$ cat src/rtl/seq_pkg.sv
package seq_pkg;
  typedef enum logic [3:0] {
    K_ADV   = 4'd0,
    K_JMP   = 4'd1,
    K_BRA   = 4'd2,
    K_SKIP  = 4'd3,
    K_CJMP  = 4'd4,
    K_CBRA  = 4'd5,
    K_BITJ  = 4'd6,
    K_CALL  = 4'd7,
    K_RET   = 4'd8,
    K_ENTRY = 4'd9
  } kind_e;
endpackage

$ cat src/rtl/seq_cond.sv
module seq_cond #(
  parameter int DW   = 24,
  parameter int IDXW = 5
) (
  input  logic [3:0]      flags,
  input  logic [1:0]      flag_sel,
  input  logic            pol,
  input  logic [DW-1:0]   word,
  input  logic [IDXW-1:0] idx,
  output logic            flag_hit,
  output logic            bit_hit
);
  localparam logic [IDXW:0] LIM = (IDXW+1)'(DW);

  logic sel_bit;
  logic idx_ok;

  always_comb begin
    sel_bit = 1'b0;
    for (int i = 0; i < DW; i++) begin
      if (idx == IDXW'(i)) sel_bit = word[i];
    end
  end

  assign idx_ok   = ({1'b0, idx} < LIM);
  assign flag_hit = (flags[flag_sel] == pol);
  assign bit_hit  = idx_ok && (sel_bit == pol);
endmodule

$ cat src/rtl/seq_target.sv
module seq_target #(
  parameter int AW    = 12,
  parameter int OW    = 8,
  parameter int LW    = 3,
  parameter int SKIPN = 3,
  parameter int CW    = 2
) (
  input  logic [AW-1:0]       pc,
  input  logic [LW-1:0]       ilen,
  input  logic [OW-1:0]       off,
  input  logic [CW-1:0]       cnt,
  input  logic [SKIPN*LW-1:0] lens,
  output logic [AW-1:0]       adv,
  output logic [AW-1:0]       rel,
  output logic [AW-1:0]       skp
);
  logic [AW-1:0] part [SKIPN+1];

  assign adv     = pc + {{(AW-LW){1'b0}}, ilen};
  assign rel     = pc + {{(AW-OW){off[OW-1]}}, off};
  assign part[0] = adv;

  for (genvar g = 0; g < SKIPN; g++) begin : g_pref
    assign part[g+1] = part[g] + {{(AW-LW){1'b0}}, lens[g*LW +: LW]};
  end

  always_comb begin
    skp = part[0];
    for (int i = 1; i <= SKIPN; i++) begin
      if (cnt == CW'(i)) skp = part[i];
    end
  end
endmodule

$ cat src/rtl/seq_retstack.sv
module seq_retstack #(
  parameter int AW    = 12,
  parameter int DEPTH = 4,
  parameter int PW    = 3
) (
  input  logic          clk,
  input  logic          rst,
  input  logic          push,
  input  logic          pop,
  input  logic [AW-1:0] din,
  output logic [AW-1:0] top,
  output logic [PW-1:0] depth,
  output logic          full,
  output logic          empty
);
  localparam int AI = $clog2(DEPTH);

  logic [AW-1:0] mem [DEPTH];
  logic [PW-1:0] ptr;
  logic [PW-1:0] pm1;

  assign full  = (ptr == PW'(DEPTH));
  assign empty = (ptr == '0);
  assign pm1   = ptr - 1'b1;
  assign top   = empty ? '0 : mem[pm1[AI-1:0]];
  assign depth = ptr;

  always_ff @(posedge clk) begin
    if (push && !full) mem[ptr[AI-1:0]] <= din;
  end

  always_ff @(posedge clk) begin
    if (rst)                ptr <= '0;
    else if (push && !full) ptr <= ptr + 1'b1;
    else if (pop && !empty) ptr <= pm1;
  end
endmodule

$ cat src/rtl/prog_sequencer.sv
module prog_sequencer
  import seq_pkg::*;
#(
  parameter int AW       = 12,
  parameter int OW       = 8,
  parameter int LW       = 3,
  parameter int SKIPN    = 3,
  parameter int DW       = 24,
  parameter int DEPTH    = 4,
  parameter int RESET_PC = 0,
  parameter int ENTRY_PC = 48,
  localparam int CW   = $clog2(SKIPN+1),
  localparam int IDXW = $clog2(DW),
  localparam int SW   = $clog2(DEPTH+1)
) (
  input  logic                clk,
  input  logic                rst,
  input  logic                step,
  input  logic [AW-1:0]       cur_pc,
  input  logic [3:0]          kind,
  input  logic [LW-1:0]       ilen,
  input  logic [AW-1:0]       abs_tgt,
  input  logic [OW-1:0]       rel_off,
  input  logic [CW-1:0]       skip_cnt,
  input  logic [SKIPN*LW-1:0] skip_lens,
  input  logic [3:0]          flags,
  input  logic [1:0]          flag_sel,
  input  logic                cond_pol,
  input  logic [DW-1:0]       test_word,
  input  logic [IDXW-1:0]     bit_idx,
  output logic [AW-1:0]       next_pc,
  output logic                taken,
  output logic [SW-1:0]       stk_depth,
  output logic                stk_err
);
  logic          flag_hit, bit_hit;
  logic [AW-1:0] adv_a, rel_a, skp_a, stk_top;
  logic          stk_full, stk_empty;
  logic [AW-1:0] nxt_c;
  logic          tk_c, push_c, pop_c, err_c;

  seq_cond #(.DW(DW), .IDXW(IDXW)) u_cond (
    .flags(flags), .flag_sel(flag_sel), .pol(cond_pol),
    .word(test_word), .idx(bit_idx),
    .flag_hit(flag_hit), .bit_hit(bit_hit)
  );

  seq_target #(.AW(AW), .OW(OW), .LW(LW), .SKIPN(SKIPN), .CW(CW)) u_tgt (
    .pc(cur_pc), .ilen(ilen), .off(rel_off), .cnt(skip_cnt), .lens(skip_lens),
    .adv(adv_a), .rel(rel_a), .skp(skp_a)
  );

  seq_retstack #(.AW(AW), .DEPTH(DEPTH), .PW(SW)) u_stk (
    .clk(clk), .rst(rst), .push(push_c), .pop(pop_c), .din(adv_a),
    .top(stk_top), .depth(stk_depth), .full(stk_full), .empty(stk_empty)
  );

  always_comb begin
    nxt_c  = adv_a;
    tk_c   = 1'b0;
    push_c = 1'b0;
    pop_c  = 1'b0;
    err_c  = 1'b0;
    case (kind)
      K_JMP:   begin nxt_c = abs_tgt; tk_c = 1'b1; end
      K_BRA:   begin nxt_c = rel_a;   tk_c = 1'b1; end
      K_SKIP:  begin nxt_c = skp_a;   tk_c = (skip_cnt != '0); end
      K_CJMP:  if (flag_hit) begin nxt_c = abs_tgt; tk_c = 1'b1; end
      K_CBRA:  if (flag_hit) begin nxt_c = rel_a;   tk_c = 1'b1; end
      K_BITJ:  if (bit_hit)  begin nxt_c = abs_tgt; tk_c = 1'b1; end
      K_CALL: begin
        nxt_c = abs_tgt;
        tk_c  = 1'b1;
        if (stk_full) err_c = 1'b1;
        else          push_c = step;
      end
      K_RET: begin
        if (stk_empty) err_c = 1'b1;
        else begin
          pop_c = step;
          nxt_c = stk_top;
          tk_c  = 1'b1;
        end
      end
      K_ENTRY: begin nxt_c = AW'(ENTRY_PC); tk_c = 1'b1; end
      default: ;
    endcase
  end

  always_ff @(posedge clk) begin
    if (rst) begin
      next_pc <= AW'(RESET_PC);
      taken   <= 1'b0;
      stk_err <= 1'b0;
    end else if (step) begin
      next_pc <= nxt_c;
      taken   <= tk_c;
      if (err_c) stk_err <= 1'b1;
    end
  end
endmodule

$ cat config.mk
export PLATFORM = sky130hd
export DESIGN_NAME = prog_sequencer
export DESIGN_NICKNAME = d
export VERILOG_FILES = /design/src/rtl/seq_pkg.sv /design/src/rtl/seq_cond.sv /design/src/rtl/seq_target.sv /design/src/rtl/seq_retstack.sv /design/src/rtl/prog_sequencer.sv
export SDC_FILE = /design/constraint.sdc
export NUM_CORES = 1
export LEC_CHECK = 0
export ABC_CLOCK_PERIOD_IN_PS = 3950
export BUFFER_PORTS_ARGS = -buffer_cell sky130_fd_sc_hd__buf_4
export CAP_MARGIN = 10
export CORE_ASPECT_RATIO = 1.4
export CORE_UTILIZATION = 45
export CTS_CLUSTER_DIAMETER = 80
export DETAILED_ROUTE_END_ITERATION = 8
export GPL_TIMING_DRIVEN = 0
export PLACE_DENSITY = 0.76
export SYNTH_ARGS = -nofsm -noshare
export SYNTH_HDL_FRONTEND = slang
export SYNTH_SLANG_ARGS = --single-unit
$ cat constraint.sdc
create_clock -name clk -period 3.95 [get_ports clk]
set_input_delay 0.1975 -clock clk [delete_from_list [all_inputs] [get_ports clk]]
set_output_delay 0.1975 -clock clk [all_outputs]
set_load 0.005 [all_outputs]
; Yosys cells after proc, flatten, opt, wreduce, memory -nomap -nowiden
; Memories as Yosys holds them, arrays and structs flattened.
; Index checks and enable logic that the tools add are counted.
[totals]
regBits = 17
mem_count = 1
ram_bits = 48
in_bits = 89
out_inout_bits = 17
[op_classes]
n_addsub = 7
n_lt_le_gt_ge = 2
n_reduce_logical = 13
n_eq_ne = 38
muxes = 49
[memory_table]
columns = memory, depth, width, rd, rd_clocked_by_memory_dff, write_ports, line_no
row1 = u_stk.mem, 4, 12, 1, 0, 1, seq_retstack.sv:18  ; logic [AW-1:0] mem [DEPTH];
[ops]
columns = operator, n
row1 = $pmux W12 S8, 1
row2 = $mux W12, 7
row3 = $add A12 B3 Y12, 4
row4 = $eq A5 B4 Y1 const B, 8
row5 = $eq A5 B5 Y1 const B, 8
row6 = $mux W1, 36
row7 = $eq A5 B3 Y1 const B, 4
row8 = $eq A4 B3 Y1 const B, 4
row9 = $add A12 B12 Y12, 1
row10 = $eq A5 B2 Y1 const B, 2
row11 = $eq A4 B2 Y1 const B, 2
row12 = $eq A4 B4 Y1 const B, 2
row13 = $mux W3, 2
row14 = $eq A5 B1 Y1 const B, 1
row15 = $logic_not A5 Y1, 1
row16 = $lt A5 B5 Y1 const B, 1
row17 = $pmux W1 S5, 1
row18 = $eq A2 B2 Y1 const B, 2
row19 = $eq A4 B1 Y1 const B, 1
row20 = $reduce_bool A2 Y1, 2
row21 = $reduce_or A2 Y1, 2
row22 = $reduce_or A4 Y1, 1
row23 = $add A3 B1 Y3 const B, 1
row24 = $eq A3 B3 Y1 const B, 1
row25 = 10 further kinds, 14

; Depth between registers and ports, before layout
; Gate-level depths: netlist of the first run.
[depth]
ltp_word = 29
depth_mapped = 17
ltp_nobuf = 17

; By module
; From an unflattened synthesis of the first run, not the netlist that was laid out.
[unflattened]
hier_cells = 665
area_unflattened_um2 = 6510.0
[by_module_without_submodules]
columns = mod, instances, cells_each, area_each_um2
row1 = seq_target, 1, 295, 2366.0
row2 = seq_retstack, 1, 109, 2095.8
row3 = prog_sequencer, 1, 193, 1587.8
row4 = seq_cond, 1, 68, 460.4

; Worst setup path after synthesis of the first run
; OpenSTA, ideal clock, no wires.
[synth_path]
path_kind = input -> register
start = input cur_pc[0]
end = register next_pc[5]
setup_time_ps = 139
t_required_ps = 3811
setup_slack_ps = -183
cell_stages = 16
arrival_time_ps = 3994
cell_sequence = ha_1 > fa_1 > inv_1 > fa_1 > inv_1 > ha_1 > a21o_1 > a21oi_1 > xnor2_1 > xnor2_1 > nand2_1 > a2111oi_0 > o21ai_0 > o2111a_1 > a2111oi_0 > o32ai_1
[synth_via]
elab_chain_cells = 6
word_cells_on_any_way = 13
classes_between = add/sub: 5 / mux: 8
[synth_rtl]
columns = item, line_no
row1 = "start, declared", prog_sequencer.sv:19  ; input logic [AW-1:0] cur_pc,
row2 = $add A12 B3 Y12 (*), seq_target.sv:19  ; assign adv = pc + {{(AW-LW){1'b0}}, ilen};
row3 = via adv_a[1], prog_sequencer.sv:37  ; logic [AW-1:0] adv_a, rel_a, skp_a, stk_top;
row4 = $add A12 B3 Y12 (*), seq_target.sv:24  ; assign part[g+1] = part[g] + {{(AW-LW){1'b0}}, lens[g*LW +: LW]};
row5 = $add A12 B3 Y12 or $mux W12 (tied branches) (2 in series), "seq_target.sv:24, seq_target.sv:30"
row6 = $mux W12 (*), seq_target.sv:30  ; if (cnt == CW'(i)) skp = part[i];
row7 = $pmux W12 S8 (*), prog_sequencer.sv:64  ; case (kind)
row8 = "end signal, assigned", prog_sequencer.sv:92  ; next_pc <= AW'(RESET_PC);
row9 = "end signal, assigned", prog_sequencer.sv:96  ; next_pc <= nxt_c;
row10 = "end, declared", prog_sequencer.sv:31  ; output logic [AW-1:0] next_pc,
; Mark *: on every way through the listed nets, which the timed path passes. The rest lies on a longest branch.
; A chain may end at the register's enable or synchronous reset.

; Final worst setup path of the first run
[layout_path]
start = input cur_pc[0]
end = register next_pc[7]
; Same word-level chain as after synthesis.

==> results of run 1 <==
==> cell usage after synthesis, types with 11 or more instances <==
cell type / instances / area [um2]
mux2i_1: 20 / 200
dfxtp_1: 17 / 340
xnor2_1: 29 / 254
ha_1: 29 / 363
and2_1: 11 / 68.8
nor3_1: 12 / 60.1
o211ai_1: 11 / 82.6
a21o_1: 12 / 90.1
mux4_2: 16 / 360
nand2_1: 49 / 184
edfxtp_1: 48 / 1440
a21oi_1: 55 / 275
a211oi_1: 11 / 82.6
o21ai_0: 46 / 230
nand3_1: 19 / 95.1
nor2_1: 63 / 236
inv_1: 31 / 116
clkbuf_1: 26 / 97.6
==> final cells by class <==
type                            count  area, um2  area share (%)
Multi-Input combinational cell    568       4370            56.0
Sequential cell                    65       1780            22.8
Timing Repair Buffer              111        831            10.6
Clock buffer                       12        289            3.70
Tap cell                          182        228            2.92
Buffer                             33        143            1.83
Inverter                           35        135            1.73
Clock inverter                      4       30.0           0.385
==> metal layers <==
metal	GRT usage, %	share of wire (%)	vias up
li1	-	-	2949
met1	31.8	37	2881
met2	51.3	52	294
met3	2.68	5.3	75
met4	16.8	6.0	0
met5	0	0	-
==> flip-flops by register name, summed over array words and instances, names as in the netlist <==
name / count
u_stk.mem: 48
u_stk.depth: 3
stk_err: 1
next_pc: 12
taken: 1
==> critical path, stage by stage <==
cell and delay, ns:
buf_4 0.13, ha_4 0.16, fa_2 0.57, inv_2 0.05, fa_2 0.57, inv_1 0.06, ha_1 0.27, a21o_1 0.23
a21o_1 0.26, nor2_1 0.18, nand4_1 0.17, a311oi_4 0.44, o21ai_1 0.14, a311o_1 0.33, a21o_1 0.18, a211oi_2 0.16
==> kinds of logic (layout without fill, tap and decap cells) <==
group                    count (synthesis)  after routing  synth area share [%]
XOR/XNOR                                35             35                  4.96
multiplexers                            39             39                  9.63
buffers and inverters                   68            195                  4.32
adder cells (fa/ha/maj)                 34             34                  7.50
flip-flops                              65             65                  28.9
AO/OA/AOI/OAI                          228            228                  25.2
AND/OR/NAND/NOR                        232            232                  19.6
==> how the worst min path moves through the flow <==
stage / startpoint / end / slack [ns] / cells past startpoint
2_1_floorplan: next_pc[2] / next_pc[2] / 0.46 / 2
3_3_place_gp: next_pc[1] / next_pc[1] / 0.46 / 2
3_5_place_dp: next_pc[1] / next_pc[1] / 0.46 / 2
4_1_cts: rst / next_pc[10] / 0.33 / 2
5_1_grt: ilen[0] / u_stk.mem[1][0] / 0.29 / 2
6_report: ilen[0] / u_stk.mem[0][0] / 0.27 / 2
==> power groups by stage <==
stage / Sequential, mW / Clock [mW] / Combinational [mW]
6_report: 0.763 / 0.811 / 1.05
5_1_grt: 0.764 / 0.836 / 1.14
4_1_cts: 0.764 / 0.815 / 0.964
3_5_place_dp: 0.778 / 0 / 0.928
3_3_place_gp: 0.778 / 0 / 0.920
2_1_floorplan: 0.775 / 0 / 0.645
==> what timing repair did <==
item,in CTS,in global routing
resized for setup,10,30
setup endpoints to repair,10,8
pin swaps,5,15
setup buffers,3,7
hold buffers,0,0
==> stage by stage <==
step	setup TNS [ns]	cell area (um2)	setup WS [ns]	utilization [%]
6_report	0	7810	0.0680	58.3
3_3_place_gp	-5.76	7200	-0.981	53.8
5_1_grt	-0.0593	7810	-0.0236	58.3
2_1_floorplan	0	6220	0.0242	-
3_5_place_dp	-6.04	7210	-1.01	53.8
4_1_cts	0	7620	0.00183	56.9
==> summary.txt, run 1 <==
Global routing
  • Initial antenna violation count: 0
  • Tot GR Track Use: 28.3%
  • Maximum number of pins on one net before global-route repair: 15
  • First-pass GRT wire length: 30,500 um
  • Vias in the first global route: 5,953
  • Total congestion overflow after global routing: 0

Die
  • Die extent in x: 101 um
  • I/O pins: 106
  • Core Footprint: 0.0134 mm2
  • Die Outline Area: 0.0142 mm2
  • Initial standard-cell utilization of the core: 46.1%
  • Standard-cell row count: 50
  • Die height: 141 um

Worst setup path
  • Capture point of the critical path: next_pc[7]
  • Worst setup path class: in2reg
  • Launch point of the critical path: cur_pc[0]
  • Category of the worst setup path capture point: flip-flop
  • Highest net fanout along the worst path: 5
  • Data required time at the worst endpoint: 4.20 ns
  • R2r startpoint: u_stk.depth[0]
  • Depth of the worst register-to-register path: 9
  • Arrival time of data at the critical path endpoint: 4.13 ns
  • Register-to-register path setup slack: 0.20 ns
  • End of the worst register-to-register path: next_pc[5]
  • Setup crit start kind: input port

Route
  • Post-detailed-route via-to-cell ratio: 6.14
  • Number of nets with antenna violations after detailed routing: 0
  • Final wirelength: 19,700 um
  • Average detailed-routed wire length per instance: 19.5 um
  • Total via count in the routed design: 6,199
  • First-pass iteration count of the detailed router: 6
  • Number of design rule violations left after detail routing: 0
  • Initial drt markers: 448

Timing
  • Setup violators final: 0
  • Slew Viols, Final: 0
  • F_max: 0.258 GHz
  • Min Tclk post-route: 3.88 ns
  • Final hold viol count: 0
  • Worst hold slack: 0.270 ns
  • Worst Clk Skew: 0.00504 ns
  • Slew at the pin closest to its max-slew limit: 0.981 ns
  • Worst-case headroom to the max-slew limit: 34.5%
  • Final period utilization: 98.3%

Yosys
  • Number of flops mapped to enable cells by yosys: 48
  • Count of synthesis-stage warnings from yosys: 0
  • Async set or reset register ratio after synthesis: 0%
  • Register bit count reported by yosys: 65
  • Part of the Yosys area used for sequential elements: 28.9%
  • Area of the mapped netlist: 0.00617 mm2
  • Post-Syn Nets: 824
  • Avg Inst Size Synth: 8.81 um2
  • Main flop type after synthesis: edfxtp_1
  • Number of distinct library cells after synthesis: 78
  • Number of instances in the synthesized netlist: 701

Power and ir drop
  • Total power after layout: 2.63 mW
  • Cell leakage power: 2.95 nW
  • Share of total power in the clock network: 30.9%
  • Pwr Density: 337 mW/mm2
  • Combinational group share of total power: 40.1%
  • Largest voltage drop on the vdd net: 277 uV
  • Internal power component: 1.73 mW
  • Register share of total power: 29.0%
  • Net switching power figure: 899 uW
  • Switching share of power: 34.2%

Finish
  • Number of filler cells placed in the layout: 1,228
  • Synthesis-to-finish area growth: 26.4%
  • Most frequent standard cell in the layout excluding fill and tap cells: buf_4
  • Total inserted antenna cells: 0
  • Commonest non-fill, non-tap cells in the layout: buf_4, nor2_1, a21oi_1
  • Non-filler cells, final: 1,010
  • Share of post-route cells with drive strength above 1: 23.9%
  • Net count reported at finish: 946

Placed design
  • Final weighted congestion of routability-driven global placement: 0.978
  • Cell total after placement: 984
  • Buffers added on ports: 100
  • Post-DP HPWL: 15,500 um

Clocking
  • CTS tree: built
  • CTS max path bufs: 2
  • Number of clock sinks: 65
  • Clock slew at reported path FFs: 0.05 ns
  • Clock tree root driver cell: clkbuf_16
  • Number of CTS-inserted buffers: 9
  • Clock network latency to the later pin of the worst-skew pair: 0.33 ns
  • H-tree Lvls: 3

Min path
  • Worst min-delay path category: in2reg

Outcome
  • Status: finished, final reports clean

Flow run
  • Max-cap check violation count: 0
(Power assumes the default switching activity.)
==> inputs of run 2 (changes only) <==
--- a/config.mk
+++ b/config.mk
@@ -6,14 +6,15 @@
 export NUM_CORES = 1
 export LEC_CHECK = 0
 export ABC_CLOCK_PERIOD_IN_PS = 3950
-export BUFFER_PORTS_ARGS = -buffer_cell sky130_fd_sc_hd__buf_4
 export CAP_MARGIN = 10
 export CORE_ASPECT_RATIO = 1.4
 export CORE_UTILIZATION = 45
 export CTS_CLUSTER_DIAMETER = 80
 export DETAILED_ROUTE_END_ITERATION = 8
-export GPL_TIMING_DRIVEN = 0
-export PLACE_DENSITY = 0.76
+export DONT_BUFFER_PORTS = 1
+export GPL_TIMING_DRIVEN = 1
+export PLACE_DENSITY = 0.69
+export SLEW_MARGIN = 20
 export SYNTH_ARGS = -nofsm -noshare
 export SYNTH_HDL_FRONTEND = slang
 export SYNTH_SLANG_ARGS = --single-unit
==> run 2 against run 1 <==
Compared with the run above:
- clock skew down 0.00082 ns
- design area down 11%
- fmax up 4.0%
- global-route usage up 0.76 points
- clock power down 10%
- critical path depth down 1
- sequential power up 0.7%
- largest cell class unchanged
==> summary.txt, run 2 (same netlist as run 1, synthesis figures left out) <==
Worst setup path
  • R2r startpoint: u_stk.depth[1]
  • Category of the worst setup path capture point: flip-flop
  • Highest net fanout along the worst path: 4 (-1)
  • Cell type of the slowest stage on the worst timing path: fa_1
  • Worst setup path class: in2reg
  • Data required time at the worst endpoint: 4.13 ns (-0.07 ns)
  • Largest incremental delay on the critical path: 0.58 ns (about the same)
  • Critical path cell sequence: ha_1 > fa_2 > inv_1 > fa_2 > fa_1 > inv_1 > ha_1 > a21o_1 > a21o_1 > nand2_1 > a2111oi_2 > o21ai_0 > o2111a_1 > a2111oi_2 > o32ai_1
  • Arrival time of data at the critical path endpoint: 3.91 ns (-0.22 ns)
  • Launch point of the critical path: cur_pc[0]
  • Setup crit start kind: input port

Route
  • Average detailed-routed wire length per instance: 21.8 um (+12%)
  • Initial drt markers: 469 (+4.7%)
  • Top sig layer: met4
  • First-pass iteration count of the detailed router: 5 (-1)
  • Post-detailed-route via-to-cell ratio: 6.44 (+4.9%)
  • Total via count in the routed design: 5,881 (-5.1%)
  • Number of nets with antenna violations after detailed routing: 0 (unchanged)
  • Met2 wire length: 10,200 um (-0.19%)
  • Final wirelength: 19,900 um (+1.1%)
  • Wire length on met1: 7390 um (+1.6%)
  • Met3 wire length: 1180 um (+13%)
  • Number of design rule violations left after detail routing: 0 (unchanged)

Timing
  • Final period utilization: 94.5% (-3.8 points)
  • Worst Clk Skew: 0.00422 ns (-0.000822 ns)
  • Min Tclk post-route: 3.73 ns (-0.150 ns)
  • F_max: 0.268 GHz (+4.0%)
  • Setup repair after global routing missed its margin: no
  • Worst-case headroom to the max-slew limit: 24.4% (-10 points)
  • Setup violators final: 0 (unchanged)
  • Slew at the pin closest to its max-slew limit: 1.13 ns (+0.144 ns)
  • Slew Viols, Final: 0 (unchanged)
  • Final hold viol count: 0 (unchanged)

Placed design
  • Post-DP HPWL: 15,900 um (+2.5%)
  • Final weighted congestion of routability-driven global placement: 0.993 (+1.6%)
  • Buffers added on ports: 0 (-100%)

Finish
  • Share of post-route cells with drive strength above 1: 13.7% (-10 points)
  • Number of flip-flops under the largest register name: 48 (unchanged)
  • Most frequent standard cell in the layout excluding fill and tap cells: nor2_1
  • Synthesis-to-finish area growth: 12.7%
  • Number of filler cells placed in the layout: 1,273 (+3.7%)
  • Net count reported at finish: 849 (-10%)
  • Commonest non-fill, non-tap cells in the layout: nor2_1, a21oi_1, nand2_1
  • Total inserted antenna cells: 0 (unchanged)
  • Final cell utilization of the core: 52.0% (-6.3 points)

Power and ir drop
  • Pwr Density: 346 mW/mm2 (+2.9%)
  • Total power after layout: 2.41 mW (-8.3%)
  • Cell leakage power: 2.52 nW (-14%)
  • Largest voltage drop on the vdd net: 205 uV (-26%)

Die
  • Core Footprint: 0.0134 mm2 (unchanged)
  • Standard-cell row count: 50 (unchanged)
  • Initial standard-cell utilization of the core: 46.1% (unchanged)
  • Die Outline Area: 0.0142 mm2 (unchanged)
  • Die extent in x: 101 um (unchanged)
  • I/O pins: 106 (unchanged)
  • Die height: 141 um (unchanged)

Clocking
  • Clock slew at reported path FFs: 0.05 ns (about the same)
  • Clock network latency to the later pin of the worst-skew pair: 0.33 ns (about the same)
  • H-tree Lvls: 3 (unchanged)
  • Clock tree root driver cell: clkbuf_16
  • CTS max path bufs: 2 (unchanged)
  • CTS tree: built
  • Number of clock sinks: 65 (unchanged)
  • Number of CTS-inserted buffers: 9 (unchanged)

Global routing
  • Vias in the first global route: 5,861 (-1.5%)
  • Total congestion overflow after global routing: 0 (unchanged)
  • Maximum number of pins on one net before global-route repair: 28 (+13)
  • Initial antenna violation count: 0 (unchanged)
  • Tot GR Track Use: 29.1% (+0.76 points)
  • First-pass GRT wire length: 31,400 um (+2.7%)

Min path
  • Hold path startpoint: skip_cnt[1]
  • Worst min-delay path category: in2reg

Outcome
  • Status: finished, final reports clean

Flow run
  • Max-cap check violation count: 0 (unchanged)
run 2: cell types whose count changed in the layout (fill, tap and decap cells not counted), sizes merged:
cell,before,now
dlygate4sd3,0,2
clkbuf,38,12
clkinvlp,2,0
clkdlybuf4s15,1,0
inv,34,32
clkinv,3,7
buf,117,45
run 2: critical path: cells and delay by family:
| family | cells | cell delay [ns] |
|---|---|---|
| adder cells (fa/ha/maj) | 5 | 2.07 |
| buffers and inverters | 2 | 0.12 |
| AO/OA/AOI/OAI | 7 | 1.37 |
| AND/OR/NAND/NOR | 1 | 0.14 |
run 2: final cells by class:
class	count	area (um2)	area share, %
Clock buffer	12	256	3.68
Clock inverter	4	17.5	0.252
Inverter	35	131	1.89
Multi-Input combinational cell	568	4190	60.2
Sequential cell	65	1780	25.6
Tap cell	182	228	3.27
Timing Repair Buffer	47	358	5.14
run 2: path summary, 6_finish.rpt:
path                            slack (ns)        endpoint  depth (start not counted)
worst max-delay path                  0.22      next_pc[5]                         15
worst min-delay path                  0.04     next_pc[10]                          2
worst max register to register        1.25  u_stk.depth[2]                          7
worst min register to register        0.49      next_pc[1]                          2
run 2: timing repair:
action | CTS | global route
hold endpoints to repair | 14 | 0
buffers inserted | 0 | 0
resized for setup | 0 | 5
setup endpoints to repair | 0 | 2
hold buffers | 2 | 0
run 2: per-layer routing:
metal	vias up	track usage [%]
met2	256	51.6
met3	77	4.66
met1	2799	32.3
met4	0	17.5
met5	-	0
li1	2749	-
run 2: stage by stage:
step / setup WS [ns] / std cells / hold WS, ns / setup TNS [ns] / instance area (um2)
3_5_place_dp: -0.101 / 895 / 0.271 / -0.197 / 6650
4_1_cts: 0.206 / 913 / 0.0246 / 0 / 6950
5_1_grt: 0.00238 / 913 / 0.0487 / 0 / 6960
6_report: 0.218 / 913 / 0.0365 / 0 / 6960
3_3_place_gp: 0.00179 / 895 / 0.269 / 0 / 6650
2_1_floorplan: 0.0242 / 701 / 0.457 / 0 / 6220
run 2: where the power goes:
group,internal [mW],switching (mW)
registers,0.754,0.0142
logic,0.405,0.511
clock network,0.452,0.275
